===== src/rtl/rc_pkg.sv =====
package rc_pkg;
    typedef enum logic [1:0] {
        ST_REST   = 2'd0,
        ST_HUNT   = 2'd1,
        ST_TOPUP  = 2'd2,
        ST_REPORT = 2'd3
    } rc_state_e;
endpackage


===== src/rtl/rc_cand_store.sv =====
module rc_cand_store #(
    parameter int NGRP = 8,
    parameter int NOPT = 4,
    parameter int BW   = 4,
    parameter int FCW  = 4,
    localparam int GW  = $clog2(NGRP),
    localparam int OIW = $clog2(NOPT),
    localparam int OCW = $clog2(NOPT + 1)
) (
    input  logic                                 clk,
    input  logic                                 rst_n,
    input  logic                                 wr_allow,
    input  logic                                 cfg_we,
    input  logic [GW-1:0]                        cfg_grp,
    input  logic [FCW-1:0]                       cfg_faults,
    input  logic [OCW-1:0]                       cfg_nopt,
    input  logic                                 opt_we,
    input  logic [GW-1:0]                        opt_grp,
    input  logic [OIW-1:0]                       opt_idx,
    input  logic [BW-1:0]                        opt_rows,
    input  logic [BW-1:0]                        opt_cols,
    output logic [NGRP-1:0][FCW-1:0]             faults,
    output logic [NGRP-1:0][OCW-1:0]             nopt,
    output logic [NGRP-1:0][NOPT-1:0][BW-1:0]    orows,
    output logic [NGRP-1:0][NOPT-1:0][BW-1:0]    ocols
);
    always_ff @(posedge clk or negedge rst_n) begin
        if (!rst_n) begin
            faults <= '0;
            nopt   <= '0;
            orows  <= '0;
            ocols  <= '0;
        end else if (wr_allow) begin
            if (cfg_we) begin
                faults[cfg_grp] <= cfg_faults;
                nopt[cfg_grp]   <= (cfg_nopt > OCW'(NOPT)) ? OCW'(NOPT) : cfg_nopt;
            end
            if (opt_we) begin
                orows[opt_grp][opt_idx] <= opt_rows;
                ocols[opt_grp][opt_idx] <= opt_cols;
            end
        end
    end
endmodule


===== src/rtl/rc_order_sort.sv =====
module rc_order_sort #(
    parameter int NGRP = 8,
    parameter int FCW  = 4,
    localparam int GW  = $clog2(NGRP)
) (
    input  logic [NGRP-1:0][FCW-1:0] faults,
    output logic [NGRP-1:0][GW-1:0]  order,
    output logic [GW:0]              nmulti
);
    logic [NGRP-1:0]         multi;
    logic [NGRP-1:0][GW-1:0] rank_w;

    always_comb begin
        for (int g = 0; g < NGRP; g++) begin
            multi[g] = (faults[g] >= FCW'(2));
        end
    end

    // rank = number of searched groups that precede this one
    always_comb begin
        int cnt;
        for (int g = 0; g < NGRP; g++) begin
            cnt = 0;
            for (int h = 0; h < NGRP; h++) begin
                if (multi[h] && ((faults[h] > faults[g]) ||
                                 ((faults[h] == faults[g]) && (h < g)))) begin
                    cnt++;
                end
            end
            rank_w[g] = GW'(cnt);
        end
    end

    always_comb begin
        int nm;
        order = '0;
        nm    = 0;
        for (int g = 0; g < NGRP; g++) begin
            if (multi[g]) begin
                order[rank_w[g]] = GW'(g);
                nm++;
            end
        end
        nmulti = (GW + 1)'(nm);
    end

    // the first-ordered group never has fewer faults than the second
    always_comb begin
        if (nmulti >= (GW + 1)'(2)) begin
            a_r1_order_desc: assert (faults[order[0]] >= faults[order[1]]);
        end
    end
endmodule


===== src/rtl/repair_combiner.sv =====
module repair_combiner #(
    parameter int NGRP = 8,
    parameter int NOPT = 4,
    parameter int BW   = 4,
    parameter int FCW  = 4,
    localparam int GW  = $clog2(NGRP),
    localparam int OIW = $clog2(NOPT),
    localparam int OCW = $clog2(NOPT + 1)
) (
    input  logic                 clk,
    input  logic                 rst_n,
    input  logic                 cfg_we,
    input  logic [GW-1:0]        cfg_grp,
    input  logic [FCW-1:0]       cfg_faults,
    input  logic [OCW-1:0]       cfg_nopt,
    input  logic                 opt_we,
    input  logic [GW-1:0]        opt_grp,
    input  logic [OIW-1:0]       opt_idx,
    input  logic [BW-1:0]        opt_rows,
    input  logic [BW-1:0]        opt_cols,
    input  logic                 start,
    input  logic [BW-1:0]        row_budget,
    input  logic [BW-1:0]        col_budget,
    output logic                 done,
    output logic                 fail,
    output logic [BW-1:0]        used_rows,
    output logic [BW-1:0]        used_cols,
    output logic [NGRP*OIW-1:0]  sel_opt,
    output logic [NGRP-1:0]      single_row
);
    import rc_pkg::*;

    rc_state_e state_q, state_d;

    logic [NGRP-1:0][FCW-1:0]          faults;
    logic [NGRP-1:0][OCW-1:0]          nopt;
    logic [NGRP-1:0][NOPT-1:0][BW-1:0] orows;
    logic [NGRP-1:0][NOPT-1:0][BW-1:0] ocols;
    logic [NGRP-1:0][GW-1:0]           order_w;
    logic [GW:0]                       nm_w;

    rc_cand_store #(.NGRP(NGRP), .NOPT(NOPT), .BW(BW), .FCW(FCW)) store_i (
        .clk(clk), .rst_n(rst_n), .wr_allow(state_q == ST_REST),
        .cfg_we(cfg_we), .cfg_grp(cfg_grp), .cfg_faults(cfg_faults), .cfg_nopt(cfg_nopt),
        .opt_we(opt_we), .opt_grp(opt_grp), .opt_idx(opt_idx),
        .opt_rows(opt_rows), .opt_cols(opt_cols),
        .faults(faults), .nopt(nopt), .orows(orows), .ocols(ocols)
    );

    rc_order_sort #(.NGRP(NGRP), .FCW(FCW)) sort_i (
        .faults(faults), .order(order_w), .nmulti(nm_w)
    );

    // latched search context
    logic [BW-1:0]               rb_q, cb_q;
    logic [NGRP-1:0][GW-1:0]     order_q;
    logic [GW:0]                 nm_q;
    // backtracking counters
    logic [GW-1:0]               depth_q;
    logic [NGRP-1:0][OCW-1:0]    idx_q;
    logic [NGRP-1:0][BW-1:0]     prow_q, pcol_q;
    // best combination so far
    logic                        found_q;
    logic [NGRP-1:0][OIW-1:0]    best_lvl_q;
    logic [BW-1:0]               best_r_q, best_c_q;
    // single-fault fill
    logic [GW-1:0]               fi_q;
    logic [BW-1:0]               taken_r_q, taken_c_q;
    logic [NGRP-1:0]             srow_w_q;
    logic                        ffail_q;
    // result registers
    logic                        done_q, fail_q;
    logic [BW-1:0]               rows_q, cols_q;
    logic [NGRP-1:0][OIW-1:0]    sel_q;
    logic [NGRP-1:0]             srow_q;

    // current search step
    logic [GW-1:0]   cur_g;
    logic [OCW-1:0]  cur_idx;
    logic            exhausted, fits, leaf, better;
    logic [BW:0]     cur_r, cur_c;
    logic [BW+1:0]   cur_tot, best_tot;
    logic            fill_single, row_left, col_left;
    logic [NGRP-1:0][OIW-1:0] sel_w;
    logic            fail_w;

    always_comb begin
        cur_g     = order_q[depth_q];
        cur_idx   = idx_q[depth_q];
        exhausted = (cur_idx >= nopt[cur_g]);
        cur_r     = {1'b0, prow_q[depth_q]} + {1'b0, orows[cur_g][cur_idx[OIW-1:0]]};
        cur_c     = {1'b0, pcol_q[depth_q]} + {1'b0, ocols[cur_g][cur_idx[OIW-1:0]]};
        fits      = (cur_r <= {1'b0, rb_q}) && (cur_c <= {1'b0, cb_q});
        leaf      = ({1'b0, depth_q} == (nm_q - 1'b1));
        cur_tot   = {1'b0, cur_r} + {1'b0, cur_c};
        best_tot  = {2'b0, best_r_q} + {2'b0, best_c_q};
        better    = !found_q || (cur_tot < best_tot);
        fill_single = found_q && (faults[fi_q] == FCW'(1));
        row_left  = ({1'b0, best_r_q} + {1'b0, taken_r_q}) < {1'b0, rb_q};
        col_left  = ({1'b0, best_c_q} + {1'b0, taken_c_q}) < {1'b0, cb_q};
        fail_w    = !found_q || ffail_q;
    end

    always_comb begin
        sel_w = '0;
        for (int l = 0; l < NGRP; l++) begin
            if (l < int'(nm_q)) begin
                sel_w[order_q[l]] = best_lvl_q[l];
            end
        end
    end

    // state register
    always_ff @(posedge clk or negedge rst_n) begin
        if (!rst_n) state_q <= ST_REST;
        else        state_q <= state_d;
    end

    // next state
    always_comb begin
        state_d = state_q;
        unique case (state_q)
            ST_REST:   if (start) state_d = ST_HUNT;
            ST_HUNT:   if (nm_q == '0 || (exhausted && depth_q == '0)) state_d = ST_TOPUP;
            ST_TOPUP:  if (fi_q == GW'(NGRP - 1)) state_d = ST_REPORT;
            ST_REPORT: state_d = ST_REST;
            default:   state_d = ST_REST;
        endcase
    end

    // search and fill datapath
    always_ff @(posedge clk or negedge rst_n) begin
        if (!rst_n) begin
            rb_q <= '0; cb_q <= '0; order_q <= '0; nm_q <= '0;
            depth_q <= '0; idx_q <= '0; prow_q <= '0; pcol_q <= '0;
            found_q <= 1'b0; best_lvl_q <= '0; best_r_q <= '0; best_c_q <= '0;
            fi_q <= '0; taken_r_q <= '0; taken_c_q <= '0; srow_w_q <= '0; ffail_q <= 1'b0;
        end else begin
            unique case (state_q)
                ST_REST: if (start) begin
                    rb_q <= row_budget; cb_q <= col_budget;
                    order_q <= order_w; nm_q <= nm_w;
                    depth_q <= '0; idx_q <= '0; prow_q <= '0; pcol_q <= '0;
                    found_q <= 1'b0; best_lvl_q <= '0; best_r_q <= '0; best_c_q <= '0;
                    fi_q <= '0; taken_r_q <= '0; taken_c_q <= '0; srow_w_q <= '0; ffail_q <= 1'b0;
                end
                ST_HUNT: begin
                    if (nm_q == '0) begin
                        found_q <= 1'b1;
                    end else if (exhausted) begin
                        if (depth_q != '0) begin
                            depth_q <= depth_q - 1'b1;
                            idx_q[depth_q - 1'b1] <= idx_q[depth_q - 1'b1] + 1'b1;
                        end
                    end else if (!fits) begin
                        idx_q[depth_q] <= cur_idx + 1'b1;
                    end else if (leaf) begin
                        if (better) begin
                            found_q  <= 1'b1;
                            best_r_q <= cur_r[BW-1:0];
                            best_c_q <= cur_c[BW-1:0];
                            for (int l = 0; l < NGRP; l++) begin
                                best_lvl_q[l] <= (GW'(l) == depth_q) ? cur_idx[OIW-1:0]
                                                                     : idx_q[l][OIW-1:0];
                            end
                        end
                        idx_q[depth_q] <= cur_idx + 1'b1;
                    end else begin
                        prow_q[depth_q + 1'b1] <= cur_r[BW-1:0];
                        pcol_q[depth_q + 1'b1] <= cur_c[BW-1:0];
                        idx_q[depth_q + 1'b1]  <= '0;
                        depth_q <= depth_q + 1'b1;
                    end
                end
                ST_TOPUP: begin
                    if (fill_single) begin
                        if (row_left) begin
                            taken_r_q <= taken_r_q + 1'b1;
                            srow_w_q[fi_q] <= 1'b1;
                        end else if (col_left) begin
                            taken_c_q <= taken_c_q + 1'b1;
                        end else begin
                            ffail_q <= 1'b1;
                        end
                    end
                    fi_q <= fi_q + 1'b1;
                end
                ST_REPORT: ;
                default: ;
            endcase
        end
    end

    // outputs
    always_ff @(posedge clk or negedge rst_n) begin
        if (!rst_n) begin
            done_q <= 1'b0; fail_q <= 1'b0; rows_q <= '0; cols_q <= '0;
            sel_q <= '0; srow_q <= '0;
        end else begin
            done_q <= 1'b0;
            if (state_q == ST_REPORT) begin
                done_q <= 1'b1;
                fail_q <= fail_w;
                rows_q <= fail_w ? '0 : best_r_q + taken_r_q;
                cols_q <= fail_w ? '0 : best_c_q + taken_c_q;
                sel_q  <= fail_w ? '0 : sel_w;
                srow_q <= fail_w ? '0 : srow_w_q;
            end
        end
    end

    assign done       = done_q;
    assign fail       = fail_q;
    assign used_rows  = rows_q;
    assign used_cols  = cols_q;
    assign sel_opt    = sel_q;
    assign single_row = srow_q;

    logic [NGRP-1:0] single_mask;
    always_comb begin
        for (int g = 0; g < NGRP; g++) single_mask[g] = (faults[g] == FCW'(1));
    end

    a_r2_prefix_in_budget: assert property (@(posedge clk) disable iff (!rst_n)
        (state_q == ST_HUNT && nm_q != '0) |-> (prow_q[depth_q] <= rb_q && pcol_q[depth_q] <= cb_q));
    a_r1_depth_range: assert property (@(posedge clk) disable iff (!rst_n)
        (state_q == ST_HUNT && nm_q != '0) |-> ({1'b0, depth_q} < nm_q));
    a_r2_totals_in_budget: assert property (@(posedge clk) disable iff (!rst_n)
        (done_q && !fail_q) |-> (rows_q <= rb_q && cols_q <= cb_q));
    a_r7_done_pulse: assert property (@(posedge clk) disable iff (!rst_n)
        done_q |=> !done_q);
    a_r7_hold: assert property (@(posedge clk) disable iff (!rst_n)
        !done_q |-> ($stable(sel_q) && $stable(rows_q) && $stable(cols_q) &&
                     $stable(fail_q) && $stable(srow_q)));
    a_r3_single_only: assert property (@(posedge clk) disable iff (!rst_n)
        done_q |-> ((srow_q & ~single_mask) == '0));
    a_r5_fail_zero: assert property (@(posedge clk) disable iff (!rst_n)
        (done_q && fail_q) |-> (rows_q == '0 && cols_q == '0 && srow_q == '0 && sel_q == '0));
endmodule


===== config.mk =====
export PLATFORM = sky130hd
export DESIGN_NAME = repair_combiner
export DESIGN_NICKNAME = d
export VERILOG_FILES = /design/src/rtl/rc_pkg.sv /design/src/rtl/rc_cand_store.sv /design/src/rtl/rc_order_sort.sv /design/src/rtl/repair_combiner.sv
export SDC_FILE = /design/constraint.sdc
export NUM_CORES = 1
export LEC_CHECK = 0
export BUFFER_PORTS_ARGS = -buffer_cell sky130_fd_sc_hd__buf_2
export CAP_MARGIN = 15
export CORE_ASPECT_RATIO = 1.4
export CORE_MARGIN = 2
export CORE_UTILIZATION = 45
export DETAILED_ROUTE_END_ITERATION = 8
export GPL_TIMING_DRIVEN = 0
export SYNTH_ARGS = -nofsm -noshare
export SYNTH_HDL_FRONTEND = slang
export SYNTH_HIERARCHICAL = 1
export SYNTH_SLANG_ARGS = --single-unit

===== constraint.sdc =====
create_clock -name clk -period 10.2 [get_ports clk]
set_input_delay 1.53 -clock clk [delete_from_list [all_inputs] [get_ports clk]]
set_output_delay 1.53 -clock clk [all_outputs]
set_load 0.03 [all_outputs]

After elaboration in Yosys (flattened, before gate mapping) --
Cells that the tools add are included.
Word-level totals: register bits after elaboration 520, input port bits 36, output and inout bits 34, word-level logic and storage cells 807
Cells by class: add/sub/neg operators 72, order comparisons 125, equality and inequality tests 62, muxes and demuxes 250, bitwise operators 20, reductions and logical operators 132
Operators with widths (count):
- $mux 16 | 18
- $mux 24 | 12
- $mux 32 | 9
- $bwmux 128 | 2
- $gt 4x4->1 | 56
- $mux 3 | 64
- $mux 4 | 33
- $pmux 32 s2 | 2
- $bwmux 16 | 7
- $eq 4x4->1 | 28
- $add 3x2->3 const B | 35
- $demux 3 s3 | 11
- $bmux 16 s3 | 2
- $bwmux 32 | 3
- $lt 3x4->1 const B | 22
- $logic_and 1x1->1 | 81
- $bwmux 24 | 3
- $ge 3x1->1 const B | 21
- $mux 2 | 26
- $and 16x16->16 | 3
- $demux 16 s3 | 1
- $demux 2 s3 | 8
- $or 16x16->16 | 3
- $pmux 24 s2 | 1
- other kinds (66) | 210

Logic depth before layout (Yosys ltp) --
Gate-level depths: netlist of run 1.
word-level depth 35, depth in mapped cells 31, gate-level depth less buffers 31

Cells and area by module --
Netlist of run 1, hierarchy kept.
By module, submodules not included:
- repair_combiner | instances 1, cells each 2098, area an instance 17300.3 um^2, seq. area each 5205.0 um^2
- rc_cand_store | instances 1, cells each 723, area an instance 11990.2 um^2, seq. area each 7807.5 um^2
- rc_order_sort | instances 1, cells each 909, area an instance 6831.6 um^2, seq. area each 0.0 um^2

Worst setup path before layout of run 1 --
OpenSTA, ideal clock, no wires.
path kind flip-flop to flip-flop, start reg store_i/faults[17] (netlist bit), end reg order_q[21] (netlist bit), library setup time 0.125 ns, arrival 5.775 ns, data required time 10.075 ns, slack 4.300 ns, cell stages (with the launch flop) 27, path buffers 0, period minus slack after synthesis 5.900 ns, path through dfrtp_1 inv_1 ha_1 nor2b_1 o31ai_1 nor2b_1 nand2_1 nand2_1 inv_1 ha_1 a211oi_1 nor4_4 ha_1 nor3_1 a31oi_1 ha_1 mux2_2 ha_1 nand2b_1 o21a_1 ha_1 nand2_1 xor2_1 xor3_1 or4_1 a31o_1 mux2_2
RTL lines:
- start, declared | RTL line rc_cand_store.sv:22 | output logic [NGRP-1:0][FCW-1:0] faults,
- start signal, assigned by index | RTL line rc_cand_store.sv:35 | faults[cfg_grp] <= cfg_faults;
- end signal, assigned | RTL line repair_combiner.sv:142 | order_q <= order_w; nm_q <= nm_w;
- end, declared | RTL line repair_combiner.sv:56 | logic [NGRP-1:0][GW-1:0] order_q;

Worst setup path in the final report of run 1 --
start reg depth_q[1], end reg best_r_q[3]
Between the ends: word-level cells in the longest chain between the ends 13, elaborated cells on any way between the ends 39, classes of those cells add/sub: 3; order compare: 4; eq/ne: 5; mux: 24; reduce/logical: 3
RTL lines:
- start, declared | RTL line repair_combiner.sv:59 | logic [GW-1:0] depth_q;
- start signal, assigned | RTL line repair_combiner.sv:152 | depth_q <= depth_q - 1'b1;
- start signal, assigned | RTL line repair_combiner.sv:172 | depth_q <= depth_q + 1'b1;
- parallel branches: the longest is 13 deep, another holds $add 5x5->6
- end signal, assigned | RTL line repair_combiner.sv:160 | best_r_q <= cur_r[BW-1:0];
- end, declared | RTL line repair_combiner.sv:65 | logic [BW-1:0] best_r_q, best_c_q;
Parallel ways; which one is timed is not known. The select of a mux whose other input is x is not followed. A chain may end at the register's enable or synchronous reset.

==> impl_metrics.json, run 1 <==
{
  "status": "finished, final reports clean",
  "grt_pass1_wl_um": 194000,
  "die-width_um": 243,
  "cp.required_ns": 10.74,
  "setup_viol_count_final": 0,
  "routed_wl_um": 128000,
  "ant_nets": 0,
  "cts_sinks": 520,
  "num-fill-cells": 7418,
  "ys_ff_latch": 520,
  "grt_start_max_net_pins": 115,
  "postPlaceCellArea_um2": 37900,
  "post-route-util_pct": 50.4,
  "worstSkewPairLatency_ns": 0.68,
  "detail_route.wl_per_cell_um": 25.7,
  "rows": 122,
  "arrival_ns": 8.67,
  "critPathLaunchType": "flop",
  "min_period_ns": 8.13,
  "portBuffers": 65,
  "cts_resized": 0,
  "dp_hpwl_um": 95400,
  "htreeDepth": 2,
  "grt_antenna_before_repair": 0,
  "seq_area_frac_synth_pct": 36.0,
  "cts_made_buffers": 55,
  "vias": 31443,
  "synthCells": 3730,
  "crit_type": "flop to flop",
  "syn_nets": 4001,
  "critPathCaptureType": "flop",
  "coreArea_um2": 79200,
  "initial_core_util_pct": 45.6,
  "path_max_fanout": 10,
  "max-slew-margin-rel_pct": 18.7,
  "rsz0062_at_grt": "no",
  "die_y_um": 339,
  "grt_pass1_vias": 31443,
  "track_usage_pct": 30.5,
  "worstMarginPinSlew_ns": 1.21,
  "post-route-drc-count": 0,
  "io_pins": 70,
  "syn_area_um2": 36100,
  "ys_types": 115,
  "clk_pin_slew_worst_paths_ns": 0.07,
  "clock.fmax_mhz": 123,
  "synth.avg_cell_area_um2": 9.68,
  "finalSetupTns_ns": 0,
  "cts_tree": "done",
  "clockRootBuffer": "clkbuf_16",
  "cts_buffer_depth": 3,
  "skew_ns": 0.0648,
  "drive_gt1_share_pct": 18.1,
  "hold_path_class": "flop to flop",
  "die-area_um2": 82600,
  "hold_viol": 0,
  "cts_hold_buf": 0,
  "ys_warn_count": 6,
  "fin_area_um2": 40000,
  "drt_iter0_drc": 2459,
  "cts_setup_buffers": 0,
  "synth-edff-count": 0,
  "yosys_most_used_dff": "dfrtp_1",
  "cap_violations": 0,
  "overflow": 0,
  "syn_to_final_growth_pct": 10.6,
  "avgViaCountPerCell": 6.34,
  "drv_slew": 0,
  "routabilityCongestion": 0.986,
  "layout.nets": 4132,
  "async_flop_share_pct": 100,
  "dr.pass1.iters": 6,
  "period_share_pct": 79.7
}
==> flip-flops by register name, summed over array words and instances, names as in the netlist, 8 cells and up <==
register        cells
prow_q             32
store_i/orows     128
srow_w_q            8
store_i/ocols     128
store_i/nopt       24
store_i/faults     32
idx_q              24
pcol_q             32
best_lvl_q         16
sel_opt            16
order_q            24
single_row          8
==> worst max-delay path, cell delays in order, from the launching register on <==
cell	delay [ns]
dfrtp_1	0.57
buf_6	0.22
mux4_2	0.57
mux2i_2	0.64
buf_2	0.45
buf_1	0.58
a32oi_1	0.20
a22oi_1	0.55
nand4_1	0.24
ha_1	0.28
fa_1	0.40
xor2_1	0.49
ha_1	0.38
inv_1	0.09
o21bai_1	0.07
a21oi_1	0.18
xnor2_1	0.14
ha_1	0.24
o21ai_0	0.09
o211ai_1	0.18
a211oi_2	0.50
clkbuf_1	0.49
o21ai_0	0.20
a31o_2	0.24
==> stage by stage <==
stage	hold WS (ns)	instances	worst slack, ns
floorplan	0.449	3730	4.30
finish	0.487	4959	2.07
global route	0.504	4958	1.81
global placement	0.469	4849	-3.56
CTS	0.489	4958	2.21
detailed placement	0.475	4858	2.23
==> cells in the mapped netlist (35+ instances only) <==
library cell / number / area share [%]
mux2i_1: 102 / 2.8
inv_1: 104 / 1.1
nand2b_1: 46 / 0.80
nor2_1: 152 / 1.6
xnor2_1: 49 / 1.2
clkbuf_1: 152 / 1.6
a211oi_1: 39 / 0.81
o21ai_0: 190 / 2.6
nor2b_1: 35 / 0.61
ha_1: 229 / 7.9
nor3_1: 64 / 0.89
nand3_1: 184 / 2.5
a31oi_1: 42 / 0.73
nand2_1: 383 / 4.0
dfrtp_1: 520 / 36
a21oi_1: 114 / 1.6
nand4_1: 41 / 0.71
a21o_1: 36 / 0.75
mux2_2: 348 / 11
buf_2: 45 / 0.62
o211ai_1: 105 / 2.2
==> per-layer routing <==
layer / vias to the layer above / share of wire [%] / track usage [%]
li1: 14262 / - / -
met1: 15654 / 40 / 37.3
met4: 0 / 6.4 / 17.7
met2: 1175 / 48 / 52.3
met3: 352 / 4.7 / 3.04
met5: - / 0 / 0
==> cell families after synthesis <==
logic type | after synthesis | synth area share (%)
muxes | 481 | 14.9
AOI/OAI and AO/OA | 909 | 17.8
adders and majority gates | 235 | 8.26
xor gates and xnor gates | 96 | 2.95
DFF | 520 | 36.0
and+or+nand+nor | 1151 | 16.2
buffers and inverters | 338 | 3.93
==> cells in the final DEF, fill, tap and decap left out, types with 20 or more instances in the layout <==
cell,count
inv_1,104
nor2_2,21
and2_1,21
dfrtp_1,520
o211ai_1,105
a21oi_1,114
a22oi_1,33
a31oi_1,42
a211oi_1,39
nand4_1,41
mux2_1,22
buf_1,20
o22ai_1,33
a32oi_1,25
nor2b_1,35
mux2i_1,102
clkbuf_1,158
buf_2,111
nand3_1,184
a21o_1,36
nor2_1,152
mux2_2,348
nand2b_1,46
or3_1,22
a31o_2,31
o21ai_0,190
clkbuf_16,55
ha_1,229
nand2_1,383
nor4_1,30
xnor2_1,49
xor2_1,29
o31ai_1,23
and3_1,27
nor3_1,63
a22o_1,23
==> path summary, 6_finish.rpt <==
check                                                    from                       endpoint  slack (ns)  depth (start not counted)
worst max-delay path                   depth_q[1]$_DFFE_PN0P_        best_r_q[3]$_DFFE_PN0P_        2.07                         23
worst min-delay path            store_i/ocols[23]$_DFFE_PN0P_  store_i/ocols[23]$_DFFE_PN0P_        0.49                          1
worst max register to register         depth_q[1]$_DFFE_PN0P_        best_r_q[3]$_DFFE_PN0P_        2.07                         23
worst min register to register  store_i/ocols[23]$_DFFE_PN0P_  store_i/ocols[23]$_DFFE_PN0P_        0.49                          1
max in group asynchronous                               rst_n        sel_opt[14]$_DFFE_PN0P_        7.71                          3
min in group asynchronous                               rst_n  store_i/ocols[30]$_DFFE_PN0P_        0.89                          1
==> final cells by class <==
cell class / count / area (µm²) / share of cell area (%)
tap: 1054 / 1320 / 3.30
inverter: 107 / 402 / 1.01
timing repair buffer: 74 / 480 / 1.20
clock buffer: 77 / 1620 / 4.05
antenna: 1 / 2.50 / 0.00626
clock inverter: 23 / 407 / 1.02
buffer: 231 / 1020 / 2.55
sequential: 520 / 13000 / 32.6
multi-input combinational: 2872 / 21700 / 54.3
Power of run 1 is left out: the tool's default activity adds up to more than one toggle a clock period on the data nets, which glitch-free logic cannot reach.
==> inputs of run 2 (changes only) <==
==> constraint.sdc (replaced) <==
create_clock -name clk -period 7.12 [get_ports clk]
set_input_delay 1.068 -clock clk [delete_from_list [all_inputs] [get_ports clk]]
set_output_delay 1.068 -clock clk [all_outputs]
set_load 0.03 [all_outputs]
==> run 2 against run 1 <==
Compared with the run above:
- final cell count barely moved
- highest routed layer is now met5
- critical path depth fell by 2
- global-route usage barely moved
- hold slack got worse by 0.057 ns
- final area rose by 0.70%
- non-clock buffer count rose by 3
- sequential cell count did not move
- via count fell by 0.39%
- register-to-register slack got worse by 1.8 ns
- worst setup slack got worse by 1.8 ns
==> impl_metrics.json, run 2 (same netlist as run 1, synthesis figures left out) <==
{
  "status": "finished, final reports clean",
  "cap_violations": 0,
  "detail_route.wl_per_cell_um": 25.7,
  "cp.required_ns": 7.61,
  "worstSkewPairLatency_ns": 0.68,
  "die_y_um": 339,
  "final.setup.worst_slack_ns": 0.241,
  "fin_area_um2": 40200,
  "hold_ws_ns": 0.430,
  "cts_tree": "done",
  "cts_sinks": 520,
  "avgViaCountPerCell": 6.31,
  "path_max_fanout": 10,
  "track_usage_pct": 30.5,
  "max-slew-margin-rel_pct": 15.3,
  "clockRootBuffer": "clkbuf_16",
  "drive_gt1_share_pct": 19.5,
  "worstMarginPinSlew_ns": 1.26,
  "grt_pass1_vias": 31450,
  "min_period_ns": 6.88,
  "critPathCaptureType": "flop",
  "portBuffers": 65,
  "clock.fmax_mhz": 145,
  "arrival_ns": 7.36,
  "coreArea_um2": 79200,
  "io_pins": 70,
  "die-width_um": 243,
  "skew_ns": 0.0625,
  "reg2reg_to": "prow_q[19]$_DFFE_PN0P_",
  "place_ws_ns": -0.850,
  "rows": 122,
  "largestRegisters": "store_i/ocols (128), store_i/orows (128)",
  "rsz0062_at_grt": "no",
  "initial_core_util_pct": 45.6,
  "hold_path_class": "input port to asynchronous set/reset pin",
  "htreeDepth": 2,
  "cts_made_buffers": 55,
  "die-area_um2": 82600,
  "ant_nets": 0,
  "vias": 31320,
  "dr.pass1.iters": 8,
  "cts_buffer_depth": 3,
  "routed_wl_um": 128000,
  "num-fill-cells": 7393,
  "reg2regPathDepth": 21,
  "drt_iter0_drc": 2470,
  "layout_common_cells": "518 x dfrtp_1, 382 x nand2_1, 348 x mux2_2",
  "hold_viol": 0,
  "grt_start_max_net_pins": 115,
  "overflow": 0,
  "r2r_slack_ns": 0.24,
  "grt_pass1_wl_um": 194000,
  "layout.nets": 4135,
  "final_common_cell": "dfrtp_1",
  "period_share_pct": 96.6,
  "r2r-start": "depth_q[0]$_DFFE_PN0P_",
  "routabilityCongestion": 0.986,
  "post-route-drc-count": 0,
  "critPathLaunchType": "flop",
  "postPlaceCellArea_um2": 37900,
  "crit_type": "flop to flop",
  "dp_hpwl_um": 95400,
  "syn_to_final_growth_pct": 11.4,
  "drv_slew": 0,
  "clk_pin_slew_worst_paths_ns": 0.07,
  "setup_viol_count_final": 0,
  "grt_antenna_before_repair": 1
}
[run 2: worst max-delay path: stages (launching register included)]
cell      delay [ns]
dfrtp_1         0.43
buf_2           0.24
buf_2           0.29
buf_2           0.43
clkbuf_1        0.58
clkbuf_1        0.55
nor2_1          0.34
a22oi_1         0.26
nand3_1         0.27
ha_1            0.44
nand3_1         0.09
nand2_1         0.11
xor2_2          0.36
ha_1            0.34
a21oi_1         0.15
a21oi_1         0.09
nor4_1          0.30
buf_2           0.41
nand3b_1        0.44
buf_2           0.37
nand3_1         0.11
o211ai_1        0.10
[run 2: layout make-up]
type,instances,area [µm²],area share [%]
buffer,228,1050,2.61
tap,1054,1320,3.28
inverter,107,405,1.01
sequential,520,13000,32.3
clock buffer,77,1620,4.02
clock inverter,23,407,1.01
antenna,1,2.50,0.00622
multi-input combinational,2872,21900,54.4
timing repair buffer,80,526,1.31
[run 2: layer usage]
| layer | up-vias | GRT usage, % | share of wire, % |
|---|---|---|---|
| met2 | 1106 | 52.2 | 48 |
| met5 | - | 0 | 0.010 |
| li1 | 14272 | - | - |
| met3 | 372 | 3.08 | 4.8 |
| met1 | 15568 | 37.3 | 40 |
| met4 | 2 | 17.9 | 6.6 |
[run 2: what timing repair did]
item                       4_1_cts  5_1_grt
gates resized for setup         17       63
pin swaps                        1        3
setup endpoints to repair      109      108
buffers inserted                 1        5
hold buffers                     0        0
gates cloned                     0        0
hold endpoints to repair         0        0
[run 2: through the flow]
stage | instances | TNS [ns] | utilization [%]
finish | 4962 | 0 | 50.8
global route | 4961 | 0 | 50.8
CTS | 4958 | 0 | 50.5
detailed placement | 4858 | -44.10 | 47.9
global placement | 4849 | -3203.86 | 47.7
floorplan | 3730 | 0 | -
[run 2: worst max-delay path by stage]
stage	start	to	slack (ns)
floorplan	store_i/faults[17]$_DFFE_PN0P_	order_q[21]$_DFFE_PN0P_	1.22
global placement	rst_n	sel_opt[10]$_DFFE_PN0P_	-6.18
detailed placement	depth_q[1]$_DFFE_PN0P_	best_lvl_q[7]$_DFFE_PN0P_	-0.85
CTS	depth_q[0]$_DFFE_PN0P_	best_lvl_q[11]$_DFFE_PN0P_	0.006
global route	depth_q[0]$_DFFE_PN0P_	best_lvl_q[11]$_DFFE_PN0P_	0.002
finish	depth_q[0]$_DFFE_PN0P_	prow_q[19]$_DFFE_PN0P_	0.24
Power of run 2 is left out for the same reason.
